### src/rtl/tl_pkg.sv
package tl_pkg;
    localparam logic [7:0] CH_COLON = 8'h3A;
    localparam logic [7:0] CH_CR    = 8'h0D;

    typedef enum logic [2:0] {
        ST_HUNT,
        ST_ADDR,
        ST_LEN,
        ST_HSUM,
        ST_DATA,
        ST_DSUM,
        ST_EOL,
        ST_FIN
    } tl_state_e;
endpackage

### src/rtl/tl_hexdec.sv
module tl_hexdec (
    input  logic [7:0] ch,
    output logic       is_hex,
    output logic [3:0] nib
);
    always_comb begin
        is_hex = 1'b0;
        nib    = 4'h0;
        if (ch >= 8'h30 && ch <= 8'h39) begin
            is_hex = 1'b1;
            nib    = ch[3:0];
        end else if (ch >= 8'h41 && ch <= 8'h46) begin
            is_hex = 1'b1;
            nib    = ch[3:0] + 4'd9;
        end
    end
endmodule

### src/rtl/tl_xorsum.sv
module tl_xorsum #(
    parameter int W = 8
) (
    input  logic         clk,
    input  logic         rst_n,
    input  logic         clr,
    input  logic         en,
    input  logic [W-1:0] din,
    output logic [W-1:0] sum
);
    always_ff @(posedge clk or negedge rst_n) begin
        if (!rst_n)   sum <= '0;
        else if (clr) sum <= '0;
        else if (en)  sum <= sum ^ din;
    end
endmodule

### src/rtl/tape_loader.sv
module tape_loader #(
    parameter int ADDR_W = 16
) (
    input  logic              clk,
    input  logic              rst_n,
    input  logic              ch_valid,
    input  logic [7:0]        ch_data,
    output logic              wr_en,
    output logic [ADDR_W-1:0] wr_addr,
    output logic [7:0]        wr_data,
    output logic              done,
    output logic [ADDR_W-1:0] entry_addr,
    output logic              fmt_err,
    output logic              sum_err
);
    import tl_pkg::*;

    localparam int ADDR_DIGITS = ADDR_W / 4;
    localparam int DIG_W       = (ADDR_DIGITS > 2) ? $clog2(ADDR_DIGITS) : 1;
    localparam logic [DIG_W-1:0] LAST_ADDR_DIG = DIG_W'(ADDR_DIGITS - 1);

    tl_state_e         state_q, state_d;
    logic [DIG_W-1:0]  dig_q;
    logic [3:0]        hi_nib_q;
    logic [ADDR_W-1:0] addr_q;
    logic [7:0]        cnt_q;

    logic       is_hex;
    logic [3:0] nib;
    logic [7:0] byte_v;
    logic [7:0] sum;
    logic       in_field, good_dig, bad_ch, start, byte_end, addr_end;
    logic       sum_clr, sum_en;

    tl_hexdec u_hexdec (
        .ch     (ch_data),
        .is_hex (is_hex),
        .nib    (nib)
    );

    assign byte_v   = {hi_nib_q, nib};
    assign in_field = (state_q == ST_ADDR) || (state_q == ST_LEN) ||
                      (state_q == ST_HSUM) || (state_q == ST_DATA) ||
                      (state_q == ST_DSUM);
    assign good_dig = ch_valid && in_field && is_hex;
    assign bad_ch   = ch_valid && ((in_field && !is_hex) ||
                      ((state_q == ST_EOL) && (ch_data != CH_CR)));
    assign start    = ch_valid && (ch_data == CH_COLON) &&
                      ((state_q == ST_HUNT) || bad_ch);
    assign byte_end = good_dig && dig_q[0];
    assign addr_end = good_dig && (state_q == ST_ADDR) && (dig_q == LAST_ADDR_DIG);

    assign sum_clr = start || (byte_end && (state_q == ST_HSUM));
    assign sum_en  = byte_end && ((state_q == ST_ADDR) || (state_q == ST_LEN) ||
                                  (state_q == ST_DATA));

    tl_xorsum #(.W(8)) u_xorsum (
        .clk   (clk),
        .rst_n (rst_n),
        .clr   (sum_clr),
        .en    (sum_en),
        .din   (byte_v),
        .sum   (sum)
    );

    // next-state logic
    always_comb begin
        state_d = state_q;
        unique case (state_q)
            ST_HUNT: if (start) state_d = ST_ADDR;
            ST_ADDR: if (addr_end) state_d = ST_LEN;
            ST_LEN:  if (byte_end) state_d = (byte_v == 8'h00) ? ST_FIN : ST_HSUM;
            ST_HSUM: if (byte_end) state_d = (byte_v == sum) ? ST_DATA : ST_HUNT;
            ST_DATA: if (byte_end && cnt_q == 8'd1) state_d = ST_DSUM;
            ST_DSUM: if (byte_end) state_d = ST_EOL;
            ST_EOL:  if (ch_valid && ch_data == CH_CR) state_d = ST_HUNT;
            ST_FIN:  state_d = ST_FIN;
            default: state_d = ST_HUNT;
        endcase
        if (bad_ch) state_d = (ch_data == CH_COLON) ? ST_ADDR : ST_HUNT;
    end

    // state register
    always_ff @(posedge clk or negedge rst_n) begin
        if (!rst_n) state_q <= ST_HUNT;
        else        state_q <= state_d;
    end

    // outputs and datapath
    always_ff @(posedge clk or negedge rst_n) begin
        if (!rst_n) begin
            dig_q      <= '0;
            hi_nib_q   <= '0;
            addr_q     <= '0;
            cnt_q      <= '0;
            wr_en      <= 1'b0;
            wr_addr    <= '0;
            wr_data    <= '0;
            done       <= 1'b0;
            entry_addr <= '0;
            fmt_err    <= 1'b0;
            sum_err    <= 1'b0;
        end else begin
            wr_en   <= 1'b0;
            done    <= 1'b0;
            fmt_err <= 1'b0;
            sum_err <= 1'b0;
            if (start) dig_q <= '0;
            if (bad_ch) fmt_err <= 1'b1;
            if (good_dig) begin
                if (!dig_q[0]) hi_nib_q <= nib;
                if (state_q == ST_ADDR) begin
                    addr_q <= {addr_q[ADDR_W-5:0], nib};
                    dig_q  <= addr_end ? '0 : dig_q + 1'b1;
                end else begin
                    dig_q <= dig_q[0] ? '0 : dig_q + 1'b1;
                end
            end
            if (byte_end) begin
                unique case (state_q)
                    ST_LEN: begin
                        cnt_q <= byte_v;
                        if (byte_v == 8'h00) begin
                            done       <= 1'b1;
                            entry_addr <= addr_q;
                        end
                    end
                    ST_HSUM: if (byte_v != sum) sum_err <= 1'b1;
                    ST_DATA: begin
                        wr_en   <= 1'b1;
                        wr_addr <= addr_q;
                        wr_data <= byte_v;
                        addr_q  <= addr_q + 1'b1;
                        cnt_q   <= cnt_q - 8'd1;
                    end
                    ST_DSUM: if (byte_v != sum) sum_err <= 1'b1;
                    default: ;
                endcase
            end
        end
    end
endmodule

### config.mk
export PLATFORM = sky130hd
export DESIGN_NAME = tape_loader
export DESIGN_NICKNAME = d
export VERILOG_FILES = /design/src/rtl/tl_pkg.sv /design/src/rtl/tl_hexdec.sv /design/src/rtl/tl_xorsum.sv /design/src/rtl/tape_loader.sv
export SDC_FILE = /design/constraint.sdc
export NUM_CORES = 1
export LEC_CHECK = 0
export CAP_MARGIN = 10
export CORE_ASPECT_RATIO = 1.2
export CORE_UTILIZATION = 45
export CTS_BUF_LIST = sky130_fd_sc_hd__clkbuf_4 sky130_fd_sc_hd__clkbuf_8
export CTS_CLUSTER_SIZE = 24
export DETAILED_ROUTE_END_ITERATION = 10
export MAX_ROUTING_LAYER = met4
export PLACE_DENSITY_LB_ADDON = 0.15
export SETUP_SLACK_MARGIN = 0.15
export SKIP_CTS_REPAIR_TIMING = 1
export SYNTH_ARGS = -nofsm -noshare
export SYNTH_HDL_FRONTEND = slang
export SYNTH_SLANG_ARGS = --single-unit
export TNS_END_PERCENT = 100
### constraint.sdc
create_clock -name clk -period 2.4 [get_ports clk]
set_input_delay 0.24 -clock clk [delete_from_list [all_inputs] [get_ports clk]]
set_output_delay 0.24 -clock clk [all_outputs]
set_load 0.05 [all_outputs]
Word level (Yosys, flattened, before mapping)
Cells that the tools add are included.
Operators by class
  multiplexer cells: 37
  $lt $le $gt $ge: 4
  $add $sub $neg: 4
  divide/modulo/power cells: 0
  bitwise logic cells: 2
  shift operators: 0
  reduce and logical (&&, ||, !) cells: 36
  $mul: 0
  equal/unequal tests: 21
Operator list (count)
  two-way mux 16 bit: 4
  two-way mux 3 bit: 10
  case mux 3 bit (8 select lines): 1
  adder 16 x 1 -> 16 bit, second input constant: 1
  logical AND 1 bit: 16
  two-way mux 8 bit: 2
  case mux 8 bit (2 select lines): 1
  inequality test 3 bit, second input constant: 5
  == test 3 bit, second input constant: 4
  two-way mux 1 bit: 12
  two-way mux 2 bit: 5
  == test 8 x 1 -> 1 bit, second input constant: 1
  == test 8 x 4 -> 1 bit, second input constant: 1
  == test 8 x 6 -> 1 bit, second input constant: 1
  == test 8 bit: 1
  >= comparator 8 x 6 -> 1 bit, second input constant: 1
  >= comparator 8 x 7 -> 1 bit, second input constant: 1
  less-or-equal comparator 8 x 6 -> 1 bit, second input constant: 1
  less-or-equal comparator 8 x 7 -> 1 bit, second input constant: 1
  logical NOT 8 bit: 1
  logical OR 1 bit: 8
  two-way mux 4 bit: 2
  inequality test 8 x 4 -> 1 bit, second input constant: 1
  inequality test 8 bit: 1
  16 further kinds: 22
Storage, ports and cells
  bits in latches: 0
  word-level logic and storage cells: 117
  output and inout bits: 44
  register bits after elaboration: 85
  bits in read-only memories: 0
  memory bits (writable): 0
  memories kept: 0

Longest topological paths before layout
  word-level depth: 13
  mapped depth: 11
  mapped depth without buffers: 11

By module
From an unflattened synthesis, not the netlist that was laid out.
Second synthesis, totals
  cells, all modules: 466
  area total of the unflattened synthesis: 4463.0 um2
By module, submodules not included
  tape_loader: seq. area each 1926.8 um2, cells an instance 407, times used 1, area each 3885.0 um2
  tl_xorsum: seq. area each 200.2 um2, cells an instance 35, times used 1, area each 406.6 um2
  tl_hexdec: seq. area each 0.0 um2, cells an instance 24, times used 1, area each 171.4 um2

Worst setup path before layout
No wires, ideal clock.
  path type: input to register
  start point: input ch_data[0]
  end point: register entry_addr[10]
  stages: 11
  buffers on the path: 2
  library setup time: 125 ps
  arrival time: 2372 ps
  data required time: 2275 ps
  setup slack: -97 ps
  path through: inv_1 -> ha_1 -> or3b_4 -> and3_1 -> a31oi_1 -> mux2_4 -> and4_1 -> nor2b_4 -> buf_6 -> buf_12 -> mux2_4
Between the ends
  word-level cells in the longest chain between the ends: 7
RTL lines
  from (decl): RTL line tape_loader.sv:7  | input logic [7:0] ch_data,
  branches (longest 6 deep; another with >= comparator 8 x 7 -> 1 bit)
  AND reduction 3 bit (no line) (*)
  to (signal assigned): RTL line tape_loader.sv:125  | entry_addr <= addr_q;
  to (decl): RTL line tape_loader.sv:12  | output logic [ADDR_W-1:0] entry_addr,
Mark *: on every way between the ends.
A chain may end at the register's enable or synchronous reset.

Final worst setup path
  start point: input ch_data[0]
  end point: register entry_addr[0]
The elaborated chain is that of the path after synthesis.

==> flow_summary.yaml <==
synthesis:
  synth-seq-cells: 85
  synth_area_leaders: "dfrtp_1 48%, nand2_1 7.5%, nor2_1 4.1%, mux2_4 3.7%, a21oi_1 3.6%"
  synth_ff_type: "dfrtp_1"
  async_reset_ff_share_pct: 100.0
  synth_nets: 484
  yosysTopAreaCellShare_pct: 48.05
  ys_top_cells_by_count: "88 x nand2_1, 85 x dfrtp_1, 48 x nor2_1"
  yosys_warnings: 0
  post-synth-top-count-cell: "nand2_1"
  synth_edf_count: 0
  synth_top_area_cell: "dfrtp_1"
  synth_area_sq_mm: 0.004427
  synthDistinctLibCells: 66
  synth_area_per_cell_sq_um: 9.540
  ys_seq_area_share_pct: 48.05
  netlist_instances: 464
worst_setup_path:
  startpoint: "ch_data[0]"
  regToRegStartpoint: "cnt_q[4]"
  rr_endpoint: "state_q[2]"
  cp-endpoint: "entry_addr[0]"
  worst-r2r-cell-count: 8
  cp.arrival_ps: 2420
  critPathKind: "input port to register"
  cp-start-kind: "input port"
  cp-end-kind: "register"
  cp_max_fo: 8
  required_ps: 2650
  ff2ff_setup_slack_ps: 240
clock_network:
  cts.sinks: 85
  path_clk_slew_ps: 90
  clkLatencyLatePin_ps: 360
  clockBufferDepth: 2
  cts_tree: "done"
  cts_made_buffers: 9
  htree_levels: 3
  cts_root_buffer: "clkbuf_8"
sta:
  slew_headroom_pct: 64.50
  fin_skew_ps: 9.417
  rsz0062_at_grt: "true"
  finalHoldViolations: 0
  setup_viol: 0
  tightest_slew_ps: 530.8
  fmax_ghz: 0.4592
  slew_violations: 0
  period_needed_ps: 2178
  setup_slack_ps: 222.2
  whs_ps: 387.6
  fin_crit_sh_pct: 90.74
floorplan:
  start_util_pct: 46.28
  core_sq_mm: 0.009564
  rows: 39
  die_y_um: 110.7
  die_w_um: 92.54
  die_area_sq_mm: 0.01024
  ioPinCount: 55
layout:
  final_layout_size_suffix_gt1_share_pct: 22.49
  fill_cells: 844
  syn_to_final_growth_pct: 33.15
  final_nets: 593
  num_antenna_cells: 0
  instances_no_fill: 701
global_routing:
  grt.overflow.total: 0
  grt_usage_pct: 23.68
  grt_pass1_vias: 3763
  grt_first_pass_wirelength_mm: 18.44
  antenna_found_initial: 0
  grt_max_degree: 48
place:
  dp_hpwl_mm: 7.974
  pre_cts_ws_ps: -561.4
  place_congestion: 0.8842
  port_buffers: 54
  post-place-cells: 680
drt:
  avgViaCountPerCell: 5.427
  detail-route-antenna-nets: 0
  drtPass1Iterations: 4
  wl_mm: 11.16
  drt_iter0_drc: 167
  wl_per_cell_um: 15.91
  vias: 3804
  post-route-drc-count: 0
power:
  ir_drop_mv: 0.4350
  power_density_mw_per_mm2: 777.3
  power.total_mw: 4.581
  cellLeakagePower_nw: 2.786
worst_hold_path:
  hold_class: "input port to async pin"
status:
  status: "completed"
flow_run:
  drv_cap: 0
-- stage by stage --
step	area (sq um)	setup TNS [ps]	util (%)
CTS	5781	-3624	60.44
global placement	5509	-22790	57.60
floorplan	4461	0	-
finish	5894	0	61.63
global route	5894	0	61.63
detailed placement	5509	-28450	57.60
-- area by class of cell --
cell class	instances	area, sq um	area share [%]
clock buffers	10	137.6	2.335
clock inverters	6	133.9	2.271
inverters	15	60.06	1.019
multi-input cells	342	2195	37.23
flip-flops and latches	85	2130	36.13
well taps	123	153.9	2.611
repair buffers	120	1085	18.40
-- layer usage --
| layer | wire, um | vias to the layer above | share of wire (%) | global-route usage [%] |
|---|---|---|---|---|
| li1 | - | 1837 | - | - |
| met1 | 4704 | 1848 | 42 | 28.35 |
| met2 | 5764 | 99 | 52 | 39.46 |
| met3 | 412 | 20 | 3.7 | 3.498 |
| met4 | 273 | 0 | 2.4 | 10.21 |
| met5 | 0 | - | 0 | - |
-- critical path, cell delays in order --
cell and delay [ps]:
clkbuf_2 130, clkinvlp_4 100, ha_4 130, or3b_4 380
and3_4 190, a31oi_1 130, mux2_4 170, and4_4 220
nor2b_4 220, buf_12 160, mux2_2 330
-- state kept, by name (all words and copies together), names as in the netlist --
signal,cells
hi_nib_q,4
cnt_q,8
entry_addr,16
fmt_err,1
addr_q,16
sum_err,1
done,1
wr_data,8
wr_en,1
u_xorsum.sum,8
dig_q,2
state_q,3
wr_addr,16
-- power by group --
| part | leakage, nW | total [mW] | switching (mW) | internal (mW) |
|---|---|---|---|---|
| clock network | 0.136 | 1.37 | 0.542 | 0.825 |
| logic | 1.50 | 1.27 | 0.675 | 0.596 |
| registers | 1.15 | 1.94 | 0.316 | 1.63 |
| total | 2.79 | 4.58 | 1.53 | 3.05 |
-- layout by cell type, fill, tap and decap left out, types with 6 or more instances in the layout --
| cell type | instances |
|---|---|
| a211oi_1 | 6 |
| nor2_1 | 46 |
| a21oi_1 | 31 |
| nand2_1 | 88 |
| dfrtp_1 | 83 |
| clkdlybuf4s50_1 | 46 |
| nand3_1 | 10 |
| buf_4 | 62 |
| clkbuf_8 | 10 |
| xnor2_1 | 7 |
| inv_1 | 13 |
| mux2_2 | 7 |
| xor2_1 | 12 |
| o21ai_0 | 19 |
| ha_1 | 7 |
| mux2_4 | 11 |
| nor3_1 | 15 |
-- logic make-up after synthesis --
group                      synth area share, %
AOI/OAI and AO/OA                        14.73
xor gates and xnor gates                 3.759
adders and majority gates                2.544
buffers and inverters                    4.127
DFF                                      48.05
muxes                                    6.247
and+or+nand+nor                          20.55
-- worst min-delay path by stage --
stage	start	slack [ps]	end	cells after the start
detailed placement	rst_n	250	wr_addr[13]	1
global placement	rst_n	250	wr_addr[13]	1
CTS	rst_n	-140	wr_addr[13]	1
finish	rst_n	390	wr_addr[13]	2
global route	rst_n	440	wr_addr[13]	2
floorplan	rst_n	-60	addr_q[0]	0
Note: power is estimated with default switching activity, not from simulation.
